<file path="src/rtl/vxfer_seq.sv">
module vxfer_seq #(
  parameter int CW = 16,
  parameter int unsigned NRM_TICKS [8] = '{26, 26, 26, 52, 14, 14, 46, 26},
  parameter int unsigned MPP_TICKS [7] = '{26, 52, 26, 26, 28, 46, 26}
) (
  input  logic clk,
  input  logic rst_n,
  input  logic start,
  input  logic mpp_mode,
  output logic v1,
  output logic v2,
  output logic v3,
  output logic tg,
  output logic hhold,
  output logic busy,
  output logic done
);
  localparam logic [3:0] NRM_LAST = 4'd8;
  localparam logic [3:0] MPP_LAST = 4'd7;

  logic [CW-1:0] cnt_q;
  logic [3:0]    step_q;
  logic [3:0]    lv_q;
  logic          mode_q;
  logic          hold_q, busy_q, done_q;
  logic [3:0]    nxt;
  logic          at_end;

  // levels {v1,v2,v3,tg} resting between transfers
  function automatic logic [3:0] idle_lv(input logic m);
    return m ? 4'b0000 : 4'b1100;
  endfunction

  // levels {v1,v2,v3,tg} after edge number idx (1 .. last-1)
  function automatic logic [3:0] edge_lv(input logic m, input logic [3:0] idx);
    logic [3:0] r;
    r = idle_lv(m);
    if (!m) begin
      case (idx)
        4'd1: r = 4'b0101;
        4'd2: r = 4'b0111;
        4'd3: r = 4'b0011;
        4'd4: r = 4'b1011;
        4'd5: r = 4'b1001;
        4'd6: r = 4'b1101;
        4'd7: r = 4'b1100;
        default: r = 4'b1100;
      endcase
    end else begin
      case (idx)
        4'd1: r = 4'b0101;
        4'd2: r = 4'b0111;
        4'd3: r = 4'b0011;
        4'd4: r = 4'b1011;
        4'd5: r = 4'b1001;
        4'd6: r = 4'b0000;
        default: r = 4'b0000;
      endcase
    end
    return r;
  endfunction

  function automatic logic [CW-1:0] dwell(input logic m, input logic [3:0] idx);
    int unsigned t;
    t = 1;
    if (!m) begin
      if (idx < NRM_LAST) t = NRM_TICKS[idx];
    end else begin
      if (idx < MPP_LAST) t = MPP_TICKS[idx];
    end
    return CW'(t - 1);
  endfunction

  assign nxt    = step_q + 4'd1;
  assign at_end = (nxt == (mode_q ? MPP_LAST : NRM_LAST));

  always_ff @(posedge clk) begin
    if (!rst_n) begin
      mode_q <= mpp_mode;
      lv_q   <= idle_lv(mpp_mode);
      hold_q <= 1'b0;
      busy_q <= 1'b0;
      done_q <= 1'b0;
      step_q <= 4'd0;
      cnt_q  <= '0;
    end else begin
      done_q <= 1'b0;
      if (!busy_q) begin
        if (start) begin
          mode_q <= mpp_mode;
          busy_q <= 1'b1;
          hold_q <= 1'b1;
          step_q <= 4'd0;
          cnt_q  <= dwell(mpp_mode, 4'd0);
        end
      end else if (cnt_q != '0) begin
        cnt_q <= cnt_q - 1'b1;
      end else if (at_end) begin
        hold_q <= 1'b0;
        busy_q <= 1'b0;
        done_q <= 1'b1;
        step_q <= 4'd0;
      end else begin
        step_q <= nxt;
        lv_q   <= edge_lv(mode_q, nxt);
        cnt_q  <= dwell(mode_q, nxt);
      end
    end
  end

  assign {v1, v2, v3, tg} = lv_q;
  assign hhold = hold_q;
  assign busy  = busy_q;
  assign done  = done_q;
endmodule

</file>
<file path="config.mk">
export PLATFORM = sky130hd
export DESIGN_NAME = vxfer_seq
export DESIGN_NICKNAME = d
export VERILOG_FILES = /design/src/rtl/vxfer_seq.sv
export SDC_FILE = /design/constraint.sdc
export NUM_CORES = 1
export LEC_CHECK = 0
export ABC_CLOCK_PERIOD_IN_PS = 2890
export CORE_AREA = 2 2 81 83
export CTS_CLUSTER_SIZE = 14
export DETAILED_ROUTE_END_ITERATION = 7
export DIE_AREA = 0 0 83 85
export DONT_BUFFER_PORTS = 1
export HOLD_SLACK_MARGIN = 0.03
export PLACE_DENSITY = 0.51
export SLEW_MARGIN = 20
export SYNTH_ARGS = -nofsm -noshare
export SYNTH_HDL_FRONTEND = slang
export SYNTH_SLANG_ARGS = --single-unit
</file>
<file path="constraint.sdc">
create_clock -name clk -period 2.89 [get_ports clk]
set_input_delay 0.289 -clock clk [delete_from_list [all_inputs] [get_ports clk]]
set_output_delay 0.289 -clock clk [all_outputs]
set_load 0.005 [all_outputs]
</file>
==> results of run 1 <==
## power by group
part	internal (mW)	total (mW)	switching (mW)
logic	0.171	0.414	0.244
registers	0.434	0.473	0.0392
clock network	0.151	0.289	0.138
## registers in the layout (all words and copies together) (netlist names)
register,flops
step_q,4
busy,1
done,1
lv_q,4
hhold,1
cnt_q,16
mode_q,1
## critical path, stage by stage, from the launching register on
cell,delay (ns)
dfxtp_2,0.37
ha_2,0.24
xnor2_1,0.32
mux2i_1,0.29
o41a_1,0.17
ha_1,0.19
nand2b_1,0.12
nor4_4,0.33
nand3_2,0.20
o311ai_1,0.31
## metrics by stage
step           std cells  setup WS (ns)  area (sq um)  total power [mW]  hold slack [ns]
4_1_cts              287          0.152          1990              1.18           0.0863
5_1_grt              287         0.0401          2020              1.26           0.0769
3_3_place_gp         283          0.192          1930             0.886            0.388
3_5_place_dp         283          0.159          1930             0.879            0.388
6_report             287          0.263          2020              1.18           0.0957
2_1_floorplan        202          0.339          1800             0.771            0.388
## Yosys cell counts (2+ instances only)
cell,number,area share [%]
or2_2,2,0.70
a21oi_1,12,3.3
o21ai_0,2,0.56
nand3_2,2,1.1
nand2b_1,2,0.70
a31oi_1,5,1.7
buf_4,3,1.3
nor2b_1,3,1.0
or4_1,2,0.84
ha_1,8,5.6
nand4_1,3,1.0
nand3_1,12,3.3
dfxtp_1,23,26
nor3_1,8,2.2
o311ai_1,2,0.98
mux2i_1,5,2.8
o211a_1,2,1.1
nor4_2,2,1.4
inv_1,7,1.5
xnor2_1,3,1.5
or3_1,4,1.4
nor2_1,25,5.2
o21ai_1,10,2.8
xor2_1,4,2.0
edfxtp_1,5,8.4
clkbuf_1,2,0.42
o211ai_1,6,2.5
nand2_1,14,2.9
## logic make-up after synthesis
| logic type | Yosys count | share of synthesized area [%] |
|---|---|---|
| adder cells (fa/ha/maj) | 8 | 5.58 |
| AND/OR/NAND/NOR | 87 | 26.4 |
| flip-flops | 28 | 34.0 |
| AO/OA/AOI/OAI | 50 | 19.1 |
| multiplexers | 7 | 4.67 |
| XOR/XNOR | 9 | 6.48 |
| buffers and inverters | 13 | 3.76 |
## routing by layer
layer  vias up  global-route usage, %
met5         -                      0
met4         0                   3.73
met3         3                   2.14
met2        37                   19.6
met1       693                   16.9
li1        759                      -
## cell type report
type                    instances  area, sq um
well taps                      77         96.3
fillers                       636         4190
multi-input cells             161         1140
repair buffers                 10         75.1
flip-flops and latches         28          613
clock buffers                   4         66.3
inverters                       7         26.3
## worst min path at each step
stage	from	to
6_report	mpp_mode	mode_q$_DFFE_PP_
5_1_grt	mpp_mode	mode_q$_DFFE_PP_
4_1_cts	mpp_mode	mode_q$_DFFE_PP_
3_5_place_dp	mpp_mode	mode_q$_DFFE_PP_
3_3_place_gp	mpp_mode	mode_q$_DFFE_PP_
2_1_floorplan	mpp_mode	mode_q$_DFFE_PP_
## timing repair
action / in CTS / in global routing
endpoints found under the setup margin: 0 / 5
hold endpoints to repair: 0 / 0
resized for setup: 0 / 6
==> impl_metrics.yaml, run 1 <==
global_route:
  grt_usage_pct: 12.2
  antenna_found_initial: 0
  grt_pass1_vias: 1483
  grt_max_degree: 17
  grt_first_pass_wirelength_um: 7180
  globalRoute.totalOverflow: 0
placement:
  hpwl_um: 3130
  gp_congestion: 0.865
  io_buffers: 0
timing:
  setup_viol_count_final: 0
  setup_tns_ns: 0
  max_freq_ghz: 0.381
  slew_headroom_pct: 57.8
  finalHoldViolations: 0
  tightest_slew_ns: 0.631
  period_needed_ns: 2.63
  skew_ns: 0.00708
  rsz0062_at_grt: "false"
  period_share_pct: 90.9
  drv_slew: 0
hold_path:
  min_path_cells: 0
  hold_class: "primary input to register"
cts:
  root_buffer: "clkbuf_8"
  htreeDepth: 1
  cts_setup_buffers: 0
  cts_made_buffers: 3
  clockBufferDepth: 2
  cts.sinks: 28
  clkSlewWorstSetupHoldPaths_ns: 0.11
  ctsHoldBuffers: 0
  clk_latency_ns: 0.29
  cts_tree: "built"
setup_path:
  crit_path_end: "cnt_q[14]$_SDFFE_PN0P_"
  cp_max_fo: 6
  crit_required_ns: 3.09
  worst_ep_arrival_time_ns: 2.82
  r2r-end: "cnt_q[14]$_SDFFE_PN0P_"
  reg2regPathDepth: 9
  crit_path_end_kind: "register"
  rr_startpoint: "step_q[0]$_SDFFE_PN0P_"
  rrSetupSlack_ns: 0.26
  setup.worst_path.start: "step_q[0]$_SDFFE_PN0P_"
  path_class: "register to register"
  cp-start-kind: "register"
finish:
  final_layout_size_suffix_gt1_share_pct: 16.2
  diodes: 0
  layout_commonest_cell: "nor2_1"
  final_net_count: 223
  fin_util_pct: 32.5
  layout_common_cells: "nor2_1 (25), dfxtp_1 (21), nand2_1 (14), a21oi_1 (12), nand3_1 (11)"
  syn_to_final_growth_pct: 12.3
routing:
  wl_met1_um: 2070
  vias_per_cell: 5.20
  wl_met3_um: 233
  routed_wl_um: 4120
  top_layer_used: "met4"
  detailedRoute.firstPassIterationCount: 4
  vias: 1492
  drt_iter0_markers: 124
  met2_length_um: 1790
  wl_per_cell_um: 14.3
  ant_nets: 0
  drc: 0
run_status:
  status: "completed"
synthesis:
  synthArstFlopShare_pct: 0
  ys_seq_elements: 28
  ys_seq_area_share_pct: 34.0
  synth_edf_count: 5
  syn-cell-area_sq_um: 1800
  syn-num-nets: 214
  yosysWarnings: 0
  synth-main-ff-cell: "dfxtp_1"
  syn_inst: 202
  synthDistinctLibCells: 52
  syn_avg_cell_area_sq_um: 8.89
pwr:
  power_leakage_nw: 0.743
  peakVddDrop_mv: 0.240
  powerDensity_nw_per_um2: 584
floorplanning:
  row_count: 29
  dieArea_sq_um: 7060
  core_region_area_sq_um: 6200
  die_y_um: 85
  initial_core_util_pct: 28.9
  chipWidth_um: 83
  ios: 11
flow_run:
  maxCapViolCount: 0
Power figures use the tool's default switching activity.
==> run 2: changes to the inputs <==
CORE_AREA = 2 2 63 65   (was 2 2 81 83)
DIE_AREA = 0 0 65 67   (was 0 0 83 85)
PLACE_DENSITY = 0.72   (was 0.51)
==> run 2 against run 1 <==
Compared with the run above: core utilization up 22 points; sequential cell count did not move; fmax fell by 1.9%; clock skew shrank 0.0033 ns; largest power group unchanged.
==> impl_metrics.yaml, run 2 (synthesis results as in run 1) <==
pwr:
  power_leakage_nw: 0.731
  powerDensity_nw_per_um2: 578
  intPower_mw: 0.722
  swShare_pct: 36.1
  power_frac_seq_pct: 42.0
  peakVddDrop_mv: 0.253
  combPwrFrac_pct: 36.1
  switchingPower_mw: 0.407
  clockPowerShare_pct: 21.9
  power_mw: 1.13
global_route:
  grt_pass1_vias: 1442
  globalRoute.totalOverflow: 0
  antenna_found_initial: 0
  use_met2_pct: 30.8
  use_met1_pct: 29.6
  use_met3_pct: 2.70
  grt_usage_pct: 20.5
  grt_first_pass_wirelength_um: 6940
  top_usage_layer: "met2"
  grt_max_degree: 16
timing:
  finalHoldViolations: 0
  skew_ns: 0.00376
  period_share_pct: 92.7
  drv_slew: 0
  tightest_slew_ns: 0.672
  max_freq_ghz: 0.373
  setup_tns_ns: 0
  slew_headroom_pct: 55.0
  period_needed_ns: 2.68
  fin_ws_ns: 0.212
  rsz0062_at_grt: "false"
  fin_hold_ws_ns: 0.102
  setup_viol_count_final: 0
finish:
  largest_register_ffs: 16
  layout_commonest_cell: "nor2_1"
  final_area_sq_um: 1950
  reg.largest.list: "cnt_q (16), lv_q (4), step_q (4)"
  final_layout_size_suffix_gt1_share_pct: 14.8
  fill_cells: 338
  layout_common_cells: "nor2_1 (25), dfxtp_1 (22), nand2_1 (14), nand3_1 (12), a21oi_1 (12)"
  fin_cells: 257
  regMostFlops: "cnt_q"
  final_net_count: 222
  fin_util_pct: 54.2
  syn_to_final_growth_pct: 8.85
  diodes: 0
cts:
  root_buffer: "clkbuf_8"
  cts.sinks: 28
  clockBufferDepth: 2
  cts_made_buffers: 3
  htreeDepth: 1
  clkSlewWorstSetupHoldPaths_ns: 0.10
  clk_latency_ns: 0.27
  ctsHoldBuffers: 0
  cts_tree: "built"
placement:
  hpwl_um: 2960
  gp_congestion: 0.904
  dpl_cell_area_sq_um: 1870
  dp.cells: 252
  io_buffers: 0
  dp_slack_ns: 0.125
floorplanning:
  row_count: 22
  initial_core_util_pct: 49.8
  dieArea_sq_um: 4360
  ios: 11
  chipWidth_um: 65
  die_y_um: 67
  core_region_area_sq_um: 3610
routing:
  wl_per_cell_um: 15.2
  drt_iter0_markers: 102
  detailedRoute.firstPassIterationCount: 4
  routed_wl_um: 3910
  vias_per_cell: 5.94
  vias: 1526
  drc: 0
  ant_nets: 0
setup_path:
  setup.worst_path.start: "cnt_q[1]$_SDFFE_PN0P_"
  reg2regPathDepth: 10
  crit_path_end_kind: "register"
  rrSetupSlack_ns: 0.21
  cp-start-kind: "register"
  crit_required_ns: 3.05
  worst_ep_arrival_time_ns: 2.84
  cp_max_fo: 6
  path_class: "register to register"
  rr_startpoint: "cnt_q[1]$_SDFFE_PN0P_"
  r2r-end: "cnt_q[8]$_SDFFE_PN0P_"
flow_run:
  maxCapViolCount: 0
hold_path:
  hold_start: "mpp_mode"
  hold_class: "primary input to register"
  min_to: "mode_q$_DFFE_PP_"
  min_path_cells: 0
run_status:
  status: "completed"
run 2: cell types whose count changed in the layout (fill, tap and decap cells not counted), sizes merged:
cell,before,now
buf,10,9
run 2: cell type report:
cell class	instances	area, sq um	share of cell area (%)
multi-input cells	161	1130	58.0
clock buffers	4	55.1	2.82
repair buffers	9	67.6	3.46
flip-flops and latches	28	612	31.3
inverters	7	26.3	1.34
well taps	48	60.1	3.07
run 2: repair_timing:
item                       4_1_cts  5_1_grt
gates resized for setup          0        4
setup endpoints to repair        0        5
buffers inserted                 0        1
run 2: worst max-delay path by stage:
stage	end	cells past startpoint
2_1_floorplan	cnt_q[8]$_SDFFE_PN0P_	10
3_3_place_gp	cnt_q[8]$_SDFFE_PN0P_	9
3_5_place_dp	cnt_q[8]$_SDFFE_PN0P_	10
4_1_cts	cnt_q[14]$_SDFFE_PN0P_	9
5_1_grt	cnt_q[8]$_SDFFE_PN0P_	10
6_report	cnt_q[8]$_SDFFE_PN0P_	10
run 2: power groups by stage:
stage          Combinational [mW]  Clock [mW]  Sequential (mW)
4_1_cts                     0.394       0.251            0.472
3_5_place_dp                0.391           0            0.481
6_report                    0.408       0.248            0.474
2_1_floorplan               0.301           0            0.470
5_1_grt                     0.455       0.261            0.480
3_3_place_gp                0.389           0            0.480
run 2: critical path: stages (launching register included):
cell	delay, ns
dfxtp_1	0.34
nor3_1	0.28
nand3_1	0.25
or2_1	0.35
o41a_1	0.46
ha_1	0.24
nand2b_1	0.15
nor4_4	0.07
nand3_2	0.15
mux2i_1	0.21
o21ai_1	0.07
run 2: metal layers:
metal	part of all wire [%]	wire length, um
met2	43	1700
met4	1.8	70
met1	49	1900
met3	6.1	238
met5	0	0
